`config.mk`:
```
export PLATFORM = sky130hd
export DESIGN_NAME = dest_match_unit
export DESIGN_NICKNAME = d
export VERILOG_FILES = /design/src/rtl/dm_pkg.sv /design/src/rtl/dm_phys_match.sv /design/src/rtl/dm_logical_match.sv /design/src/rtl/dm_shorthand_sel.sv /design/src/rtl/dest_match_unit.sv
export SDC_FILE = /design/constraint.sdc
export NUM_CORES = 1
export LEC_CHECK = 0
export CAP_MARGIN = 20
export CORE_MARGIN = 2
export CORE_UTILIZATION = 25
export CTS_BUF_LIST = sky130_fd_sc_hd__clkbuf_8
export DETAILED_ROUTE_END_ITERATION = 8
export PLACE_DENSITY = 0.84
export SLEW_MARGIN = 20
export SYNTH_ARGS = -nofsm -noshare
export SYNTH_HDL_FRONTEND = slang
export SYNTH_SLANG_ARGS = --single-unit
```
`constraint.sdc`:
```
create_clock -name clk -period 3.12 [get_ports clk]
set_input_delay 0.624 -clock clk [delete_from_list [all_inputs] [get_ports clk]]
set_output_delay 0.624 -clock clk [all_outputs]
set_load 0.01 [all_outputs]
```
`src/rtl/dm_pkg.sv`:
```
package dm_pkg;

    localparam int DM_REG_W  = 32;
    localparam int DM_LEG_W  = 8;
    localparam int DM_MASK_W = 16;
    localparam int DM_FMT_W  = 4;

    localparam logic [DM_FMT_W-1:0] FMT_FLAT    = 4'hF;
    localparam logic [DM_FMT_W-1:0] FMT_CLUSTER = 4'h0;

    typedef enum logic [1:0] {
        SH_DEST     = 2'd0,
        SH_SELF     = 2'd1,
        SH_ALL_INCL = 2'd2,
        SH_ALL_EXCL = 2'd3
    } shorthand_e;

    typedef struct packed {
        logic                ext_mode;
        logic                sw_en;
        logic [DM_REG_W-1:0] id_reg;
        logic [DM_REG_W-1:0] ldr_reg;
        logic [DM_REG_W-1:0] dfr_reg;
    } self_cfg_t;

    typedef struct packed {
        logic [DM_REG_W-1:0] dest;
        logic                logical;
        shorthand_e          shorthand;
        logic                from_self;
    } ipi_msg_t;

    // Extended-mode logical ID: upper half = ID >> 4, lower half = one-hot of ID[3:0]
    function automatic logic [DM_REG_W-1:0] ext_logical_id(input logic [DM_REG_W-1:0] id);
        logic [DM_MASK_W-1:0] onehot;
        logic [DM_REG_W-1:0]  shifted;
        onehot  = DM_MASK_W'(1) << id[3:0];
        shifted = id >> 4;
        return {shifted[DM_MASK_W-1:0], onehot};
    endfunction

endpackage

```
`src/rtl/dm_phys_match.sv`:
```
module dm_phys_match
    import dm_pkg::*;
#(
    parameter int REG_W = DM_REG_W,
    parameter int LEG_W = DM_LEG_W
) (
    input  logic             ext_mode,
    input  logic [REG_W-1:0] id_reg,
    input  logic [REG_W-1:0] dest,
    output logic             hit
);
    localparam int LEG_LSB = REG_W - LEG_W;

    logic [LEG_W-1:0] own_leg;
    logic [LEG_W-1:0] dest_leg;
    logic             leg_hit;
    logic             ext_hit;

    assign own_leg  = id_reg[REG_W-1:LEG_LSB];
    assign dest_leg = dest[LEG_W-1:0];

    always_comb begin
        leg_hit = (dest_leg == own_leg) || (&dest_leg);
        ext_hit = (dest == id_reg) || (&dest);
        hit     = ext_mode ? ext_hit : leg_hit;
    end
endmodule

```
`src/rtl/dm_logical_match.sv`:
```
module dm_logical_match
    import dm_pkg::*;
#(
    parameter int REG_W = DM_REG_W,
    parameter int LEG_W = DM_LEG_W,
    parameter int FMT_W = DM_FMT_W
) (
    input  logic             ext_mode,
    input  logic             sw_en,
    input  logic [REG_W-1:0] id_reg,
    input  logic [REG_W-1:0] ldr_reg,
    input  logic [REG_W-1:0] dfr_reg,
    input  logic [REG_W-1:0] dest,
    output logic             hit
);
    localparam int LEG_LSB = REG_W - LEG_W;
    localparam int NIB_W   = LEG_W / 2;

    logic [LEG_W-1:0] lid;
    logic [LEG_W-1:0] mda;
    logic [FMT_W-1:0] model;
    logic [REG_W-1:0] ext_lid;
    logic             flat_hit;
    logic             clus_hit;
    logic             leg_hit;
    logic             ext_hit;

    assign lid     = ldr_reg[REG_W-1:LEG_LSB];
    assign mda     = dest[LEG_W-1:0];
    assign model   = dfr_reg[REG_W-1 -: FMT_W];
    assign ext_lid = ext_logical_id(id_reg);

    always_comb begin
        flat_hit = |(lid & mda);
        clus_hit = (lid[LEG_W-1:NIB_W] == mda[LEG_W-1:NIB_W]) &&
                   (|(lid[NIB_W-1:0] & mda[NIB_W-1:0]));
        unique case (model)
            FMT_FLAT:    leg_hit = flat_hit;
            FMT_CLUSTER: leg_hit = clus_hit;
            default:     leg_hit = 1'b0;
        endcase
        ext_hit = |(ext_lid & dest);
        hit     = sw_en && (ext_mode ? ext_hit : leg_hit);
    end
endmodule

```
`src/rtl/dm_shorthand_sel.sv`:
```
module dm_shorthand_sel
    import dm_pkg::*;
(
    input  shorthand_e shorthand,
    input  logic       from_self,
    input  logic       dest_hit,
    output logic       match
);
    always_comb begin
        unique case (shorthand)
            SH_DEST:     match = dest_hit;
            SH_SELF:     match = from_self;
            SH_ALL_INCL: match = 1'b1;
            SH_ALL_EXCL: match = !from_self;
            default:     match = 1'b0;
        endcase
    end
endmodule

```
`src/rtl/dest_match_unit.sv`:
```
module dest_match_unit
    import dm_pkg::*;
#(
    parameter int REG_W = DM_REG_W,
    parameter int LEG_W = DM_LEG_W
) (
    input  logic             clk,
    input  logic             rst,
    input  logic             ext_mode,
    input  logic             sw_enable,
    input  logic [REG_W-1:0] id_reg,
    input  logic [REG_W-1:0] ldr_reg,
    input  logic [REG_W-1:0] dfr_reg,
    input  logic [REG_W-1:0] dest,
    input  logic             dest_logical,
    input  logic [1:0]       shorthand,
    input  logic             is_sender,
    output logic             match,
    output logic             match_q
);
    self_cfg_t  cfg;
    ipi_msg_t   msg;
    logic       phys_hit;
    logic       log_hit;
    logic       dest_hit;

    assign cfg = '{ext_mode: ext_mode, sw_en: sw_enable, id_reg: id_reg,
                   ldr_reg: ldr_reg, dfr_reg: dfr_reg};
    assign msg = '{dest: dest, logical: dest_logical,
                   shorthand: shorthand_e'(shorthand), from_self: is_sender};

    dm_phys_match #(.REG_W(REG_W), .LEG_W(LEG_W)) i_phys (
        .ext_mode (cfg.ext_mode),
        .id_reg   (cfg.id_reg),
        .dest     (msg.dest),
        .hit      (phys_hit)
    );

    dm_logical_match #(.REG_W(REG_W), .LEG_W(LEG_W)) i_logical (
        .ext_mode (cfg.ext_mode),
        .sw_en    (cfg.sw_en),
        .id_reg   (cfg.id_reg),
        .ldr_reg  (cfg.ldr_reg),
        .dfr_reg  (cfg.dfr_reg),
        .dest     (msg.dest),
        .hit      (log_hit)
    );

    assign dest_hit = msg.logical ? log_hit : phys_hit;

    dm_shorthand_sel i_sh (
        .shorthand (msg.shorthand),
        .from_self (msg.from_self),
        .dest_hit  (dest_hit),
        .match     (match)
    );

    always_ff @(posedge clk) begin
        if (rst) match_q <= 1'b0;
        else     match_q <= match;
    end

    AST_SELF_ONLY: assert property (@(posedge clk) disable iff (rst)
        (shorthand == 2'd1) |-> (match == is_sender));
    AST_ALL_EXCL: assert property (@(posedge clk) disable iff (rst)
        (shorthand == 2'd3) |-> (match != is_sender));
    AST_LEG_BCAST: assert property (@(posedge clk) disable iff (rst)
        (shorthand == 2'd0 && !dest_logical && !ext_mode && (&dest[LEG_W-1:0])) |-> match);
    AST_DISABLED_NO_LOGICAL: assert property (@(posedge clk) disable iff (rst)
        (shorthand == 2'd0 && dest_logical && !sw_enable) |-> !match);
    AST_EXT_BCAST: assert property (@(posedge clk) disable iff (rst)
        (shorthand == 2'd0 && !dest_logical && ext_mode && (&dest)) |-> match);
endmodule

```
==> results of run 1 <==
cell families after synthesis:
| logic type | count (synthesis) |
|---|---|
| AO/OA/AOI/OAI | 22 |
| XOR/XNOR | 41 |
| adder cells (fa/ha/maj) | 4 |
| buffers and inverters | 5 |
| flip-flops | 1 |
| multiplexers | 7 |
| AND/OR/NAND/NOR | 40 |
worst max path at each step:
stage             to  startpoint  cells past startpoint  slack (ps)
4_1_cts        match     dest[7]                      9         0.9
3_3_place_gp   match   id_reg[2]                      9        -560
6_report       match    dest[25]                      7          50
5_1_grt        match     dest[9]                      8         -20
2_1_floorplan  match   id_reg[1]                      6         370
3_5_place_dp   match   id_reg[2]                      9        -600
critical path, stage by stage:
cell and delay, ps:
clkdlybuf4s50_1 480, a22oi_1 230, nand4_1 200, a211o_1 350
a221oi_2 310, mux2i_1 100, buf_2 150
synth_stat cells:
library cell  instances
mux4_1                1
a211o_1               1
or4_1                 2
nor3b_1               3
a21o_1                1
buf_8                 1
o21ai_0               1
a22o_1                1
nor4_1               12
a221oi_2              1
a222oi_1              1
nand3_1               2
a2111o_1              1
inv_1                 2
nor2_1                4
nand2_1               4
buf_6                 2
xnor2_1               1
o311ai_0              2
dfxtp_1               1
nand4_1              13
ha_1                  4
mux2i_1               6
a21oi_1               2
a211oi_1              1
xor2_1               40
a22oi_1               6
a221oi_1              1
a311o_1               1
o211ai_1              2
cells in the final DEF, fill, tap and decap left out, types with 5 or more instances in the layout:
| master | instances |
|---|---|
| xor2_1 | 40 |
| dlygate4sd2_1 | 8 |
| nor4_2 | 5 |
| dlymetal6s2s_1 | 17 |
| mux2i_1 | 5 |
| nor4_1 | 7 |
| nand4_1 | 13 |
| buf_4 | 31 |
| clkdlybuf4s50_1 | 52 |
| buf_6 | 7 |
through the flow:
stage          std cells  setup slack [ps]  power, mW    util  setup TNS [ps]
3_5_place_dp         286            -595.6     0.2839  0.5700          -595.6
5_1_grt              288            -23.82     0.3136  0.5976          -23.82
6_report             288             49.89     0.2922  0.5976               0
3_3_place_gp         286            -562.6     0.2801  0.5700          -562.6
4_1_cts              288            0.8891     0.2841  0.5771               0
2_1_floorplan        120             370.8    0.09402       -               0
where the power goes:
| part | switching [mW] | internal [mW] |
|---|---|---|
| Clock | 0 | 0 |
| Combinational | 0.110 | 0.167 |
| Sequential | 0.000253 | 0.0142 |
area by class of cell:
class | instances | area (sq um) | share of cell area
inverter | 2 | 7.507 | 0.003380
multi-input combinational | 114 | 962.2 | 0.4332
sequential | 1 | 20.02 | 0.009014
tap | 48 | 60.06 | 0.02704
timing repair buffer | 123 | 1171 | 0.5273
metal layers:
metal / vias up / wire [microns]
li1: 719 / -
met1: 671 / 1953
met2: 74 / 2231
met3: 6 / 373
met4: 0 / 42
met5: - / 0
repair_timing:
| item | CTS | global route |
|---|---|---|
| hold buffers | 0 | 0 |
| buffers inserted | 2 | 0 |
| gates cloned | 0 | 0 |
| gates resized for setup | 35 | 35 |
| pin swaps | 10 | 17 |
| endpoints found under the setup margin | 1 | 1 |
==> impl_metrics.yaml, run 1 <==
synth:
  ys_top_cells_by_area: "xor2_1 36%, nand4_1 8.3%, nor4_1 7.7%, mux2i_1 6.2%, ha_1 5.1%"
  synth_top_family_by_area: "XOR/XNOR gates"
  synth_area_sq_um: 974.7
  ys_seq_elements: 1
  yosys-mux-area-fraction: 0.08858
  synthCells: 120
  synth_compound_area_frac: 0.1849
  synth_xor_area_frac: 0.3684
  yosysSeqAreaShare: 0.02054
  syn_area_per_cell_sq_um: 8.122
  yosys_warnings: 0
  syn_nets: 260
  synthDistinctLibCells: 30
  synthAdderAreaFrac: 0.05135
  synthSimpleGateAreaFrac: 0.2401
  yosysTopAreaCell: "xor2_1"
  yosysTopAreaCellShare: 0.3594
floorplan:
  die_w_microns: 66.44
  start_util: 0.2623
  rows: 22
  num_io_pins: 138
  fp.dieH_microns: 66.44
  die_area_sq_mm: 0.004414
  core-area_sq_mm: 0.003716
timing:
  hold_viol_final: 0
  final_max_slew_viol_count: 0
  tightest_slew_ps: 343.8
  max_freq_mhz: 325.7
  min_period_ps: 3070
  hold_slack_ps: 1253
  period_share: 0.9840
  setup_viol: 0
  max_slew_margin: 0.7679
min_path:
  worstHoldStart: "rst"
  whs_path_depth: 3
  hold_class: "in2reg"
  min_to: "match_q$_SDFF_PP0_"
layout:
  areaGrowthSynthToFinish_pct: 127.9
  drive_gt1_frac: 0.2333
  nFillCells: 366
  largest_reg_flops: 1
  nets: 382
  top_regs: "match_q (1)"
  final_cell_area_sq_mm: 0.002221
  largest_register: "match_q"
  antenna_cells: 0
power:
  power_per_cell_area_mw_per_mm2: 131.6
  leakagePower_nw: 1.045
  ir_drop_mv: 0.06878
global_routing:
  groute.layer.met3.usage: 0.02385
  met2_usage: 0.3675
  grt_pass1_wl_microns: 6893
  grt_pass1_vias: 1484
  grt-ovfl-total: 0
  gr-usage-all-layers: 0.2000
  grt_max_degree: 8
  top_usage_layer: "met2"
  grt.met1_usage: 0.2609
  antenna_found_initial: 0
detailed_routing:
  drt_pass1_iterations: 4
  wl_microns: 4601
  wl_per_cell_microns: 15.98
  ant_nets: 0
  route.detailed.drc: 0
  avgViaCountPerCell: 5.104
  first_iter_violations: 41
  dr_total_vias: 1470
place:
  numPortBuffers: 85
  hpwl_microns: 3912
  placed_area_sq_mm: 0.002118
  gp_congestion: 0.8537
worst_setup_path:
  cp_max_fo: 3
  cp-end-kind: "primary output"
  cp.arrival_ps: 2450
  crit_type: "in2out"
  startpoint_type: "primary input"
  cp.required_ps: 2500
flow_run:
  max_cap_violations: 0
clocking:
  path_clk_slew_ps: 0
outcome:
  status: "finished clean"
Power figures use the tool's default switching activity.
==> run 2: changes to the inputs <==
- CORE_UTILIZATION: 25 -> 27
- PLACE_DENSITY: 0.84 -> 0.89
- SETUP_SLACK_MARGIN: default -> 0.3
- clock period: 3.12 -> 3.75 ns (I/O delays scaled with it)
==> run 2 against run 1 <==
Compared with the run above:
- sequential share of layout area increased by 0.095 points
- global-route usage decreased by 0.35 points
- largest power group unchanged
- combinational power decreased by 25%
- worst setup slack improved by 340 ps
- worst hold slack improved by 120 ps
==> impl_metrics.yaml, run 2 (synthesis gave the netlist of run 1 again) <==
floorplan:
  fp.dieH_microns: 64.08
  core-area_sq_mm: 0.003390
  die_area_sq_mm: 0.004106
  die_w_microns: 64.08
  start_util: 0.2876
  rows: 21
  num_io_pins: 138
timing:
  hold_viol_final: 0
  rsz0062_at_grt: "false"
  period_share: 0.8963
  setup_viol: 0
  tightest_slew_ps: 338.9
  max_freq_mhz: 297.5
  max_slew_margin: 0.7712
  min_period_ps: 3361
  final_max_slew_viol_count: 0
outcome:
  status: "finished clean"
place:
  gp_congestion: 0.9168
  numPortBuffers: 85
  hpwl_microns: 3640
global_routing:
  gr-usage-all-layers: 0.1965
  antenna_found_initial: 0
  grt_pass1_wl_microns: 6561
  grt-ovfl-total: 0
  grt_max_degree: 8
  grt_pass1_vias: 1467
detailed_routing:
  wl_met2_microns: 2049
  route.detailed.drc: 0
  wl_microns: 4084
  dr_total_vias: 1402
  m1WireLength_microns: 1760
  first_iter_violations: 61
  dr_wl_met3_microns: 274
  ant_nets: 0
  routed.top_layer: "met3"
  wl_per_cell_microns: 15.30
  drt_pass1_iterations: 4
  avgViaCountPerCell: 5.251
worst_setup_path:
  cp.arrival_ps: 2610
  startpoint_type: "primary input"
  cp_max_fo: 4
  slowest_delay_ps: 500
  cp.required_ps: 3000
  crit_chain: "clkdlybuf4s50_1 -> mux2i_1 -> nor3b_1 -> a2111o_1 -> a211o_1 -> a221oi_2 -> mux2i_1 -> buf_2"
  cp-end-kind: "primary output"
  crit_top_cell: "mux2i_1"
  crit_type: "in2out"
  cp_slowest_cell: "clkdlybuf4s50_1"
power:
  leakagePower_nw: 0.8552
  power_per_cell_area_mw_per_mm2: 110.0
  p_total_mw: 0.2208
  ir_drop_mv: 0.05072
layout:
  fin_util: 0.5925
  top_regs: "match_q (1)"
  nets: 363
  drive_gt1_frac: 0.1267
  final_cell_mix: "68 x clkdlybuf4s50_1, 40 x xor2_1, 15 x buf_4, 13 x nand4_1, 11 x nor4_1"
  largest_register: "match_q"
  largest_reg_flops: 1
  areaGrowthSynthToFinish_pct: 106.0
  final_common_cell: "clkdlybuf4s50_1"
  antenna_cells: 0
min_path:
  min_to: "match_q$_SDFF_PP0_"
  whs_path_depth: 3
  hold_class: "in2reg"
  worstHoldStart: "rst"
flow_run:
  max_cap_violations: 0
clocking:
  path_clk_slew_ps: 0
run 2: repair_timing:
| item | 4_1_cts | 5_1_grt |
|---|---|---|
| pin swaps | 3 | 14 |
| endpoints found under the setup margin | 1 | 1 |
| hold endpoints to repair | 0 | 0 |
| setup buffers | 1 | 0 |
| resized for setup | 18 | 20 |
| hold buffers | 0 | 0 |
run 2: per-stage QoR:
stage                     hold slack [ps]  worst slack [ps]  setup TNS [ps]  cells  area (sq um)
after floorplan                     874.5             748.8               0    120         974.7
after global placement               1362            -206.8          -206.8    266          1981
after detailed placement             1370            -244.2          -244.2    266          1981
after CTS                            1373             312.3               0    267          1987
after global routing                 1410             302.1               0    267          2008
final                                1370             388.7               0    267          2008
run 2: layer usage:
metal | GRT usage | vias up
met5 | 0 | -
met4 | 0.01630 | 0
met3 | 0.02113 | 0
met2 | 0.3503 | 63
met1 | 0.2622 | 655
li1 | - | 684
run 2: worst max path at each step:
stage               depth (start not counted)  endpoint   startpoint  slack (ps)
finish                                      8     match      dest[2]         390
global route                                9     match     dest[14]         300
CTS                                         9     match  ldr_reg[28]         310
detailed placement                          9     match    id_reg[2]        -240
global placement                            9     match    id_reg[2]        -210
floorplan                                   6     match    id_reg[1]         750
run 2: critical path, delay by kind of cell:
family / cells / cell delay, ps
AO/OA/AOI/OAI: 3 / 870
buffers and inverters: 2 / 650
multiplexers: 2 / 280
AND/OR/NAND/NOR: 1 / 70
run 2: report_power, final:
| part | switching [mW] | leakage (nW) | internal (mW) | total, mW |
|---|---|---|---|---|
| clock network | 0 | 0 | 0 | 0 |
| logic | 0.0818 | 0.847 | 0.127 | 0.209 |
| registers | 0.000190 | 0.00837 | 0.0118 | 0.0120 |
run 2: layout make-up:
type	instances	area, sq um
Fill cell	312	1381
Timing Repair Buffer	104	996.0
Multi-Input combinational cell	114	927.1
Tap cell	46	57.56
Sequential cell	1	20.02
Inverter	2	7.507
==> run 3: changes to the inputs <==
- CTS_BUF_LIST: sky130_fd_sc_hd__clkbuf_8 -> sky130_fd_sc_hd__clkbuf_4 sky130_fd_sc_hd__clkbuf_8
==> results of run 3 <==
Same layout as run 2: the final DEF is identical, and so are final timing and power.
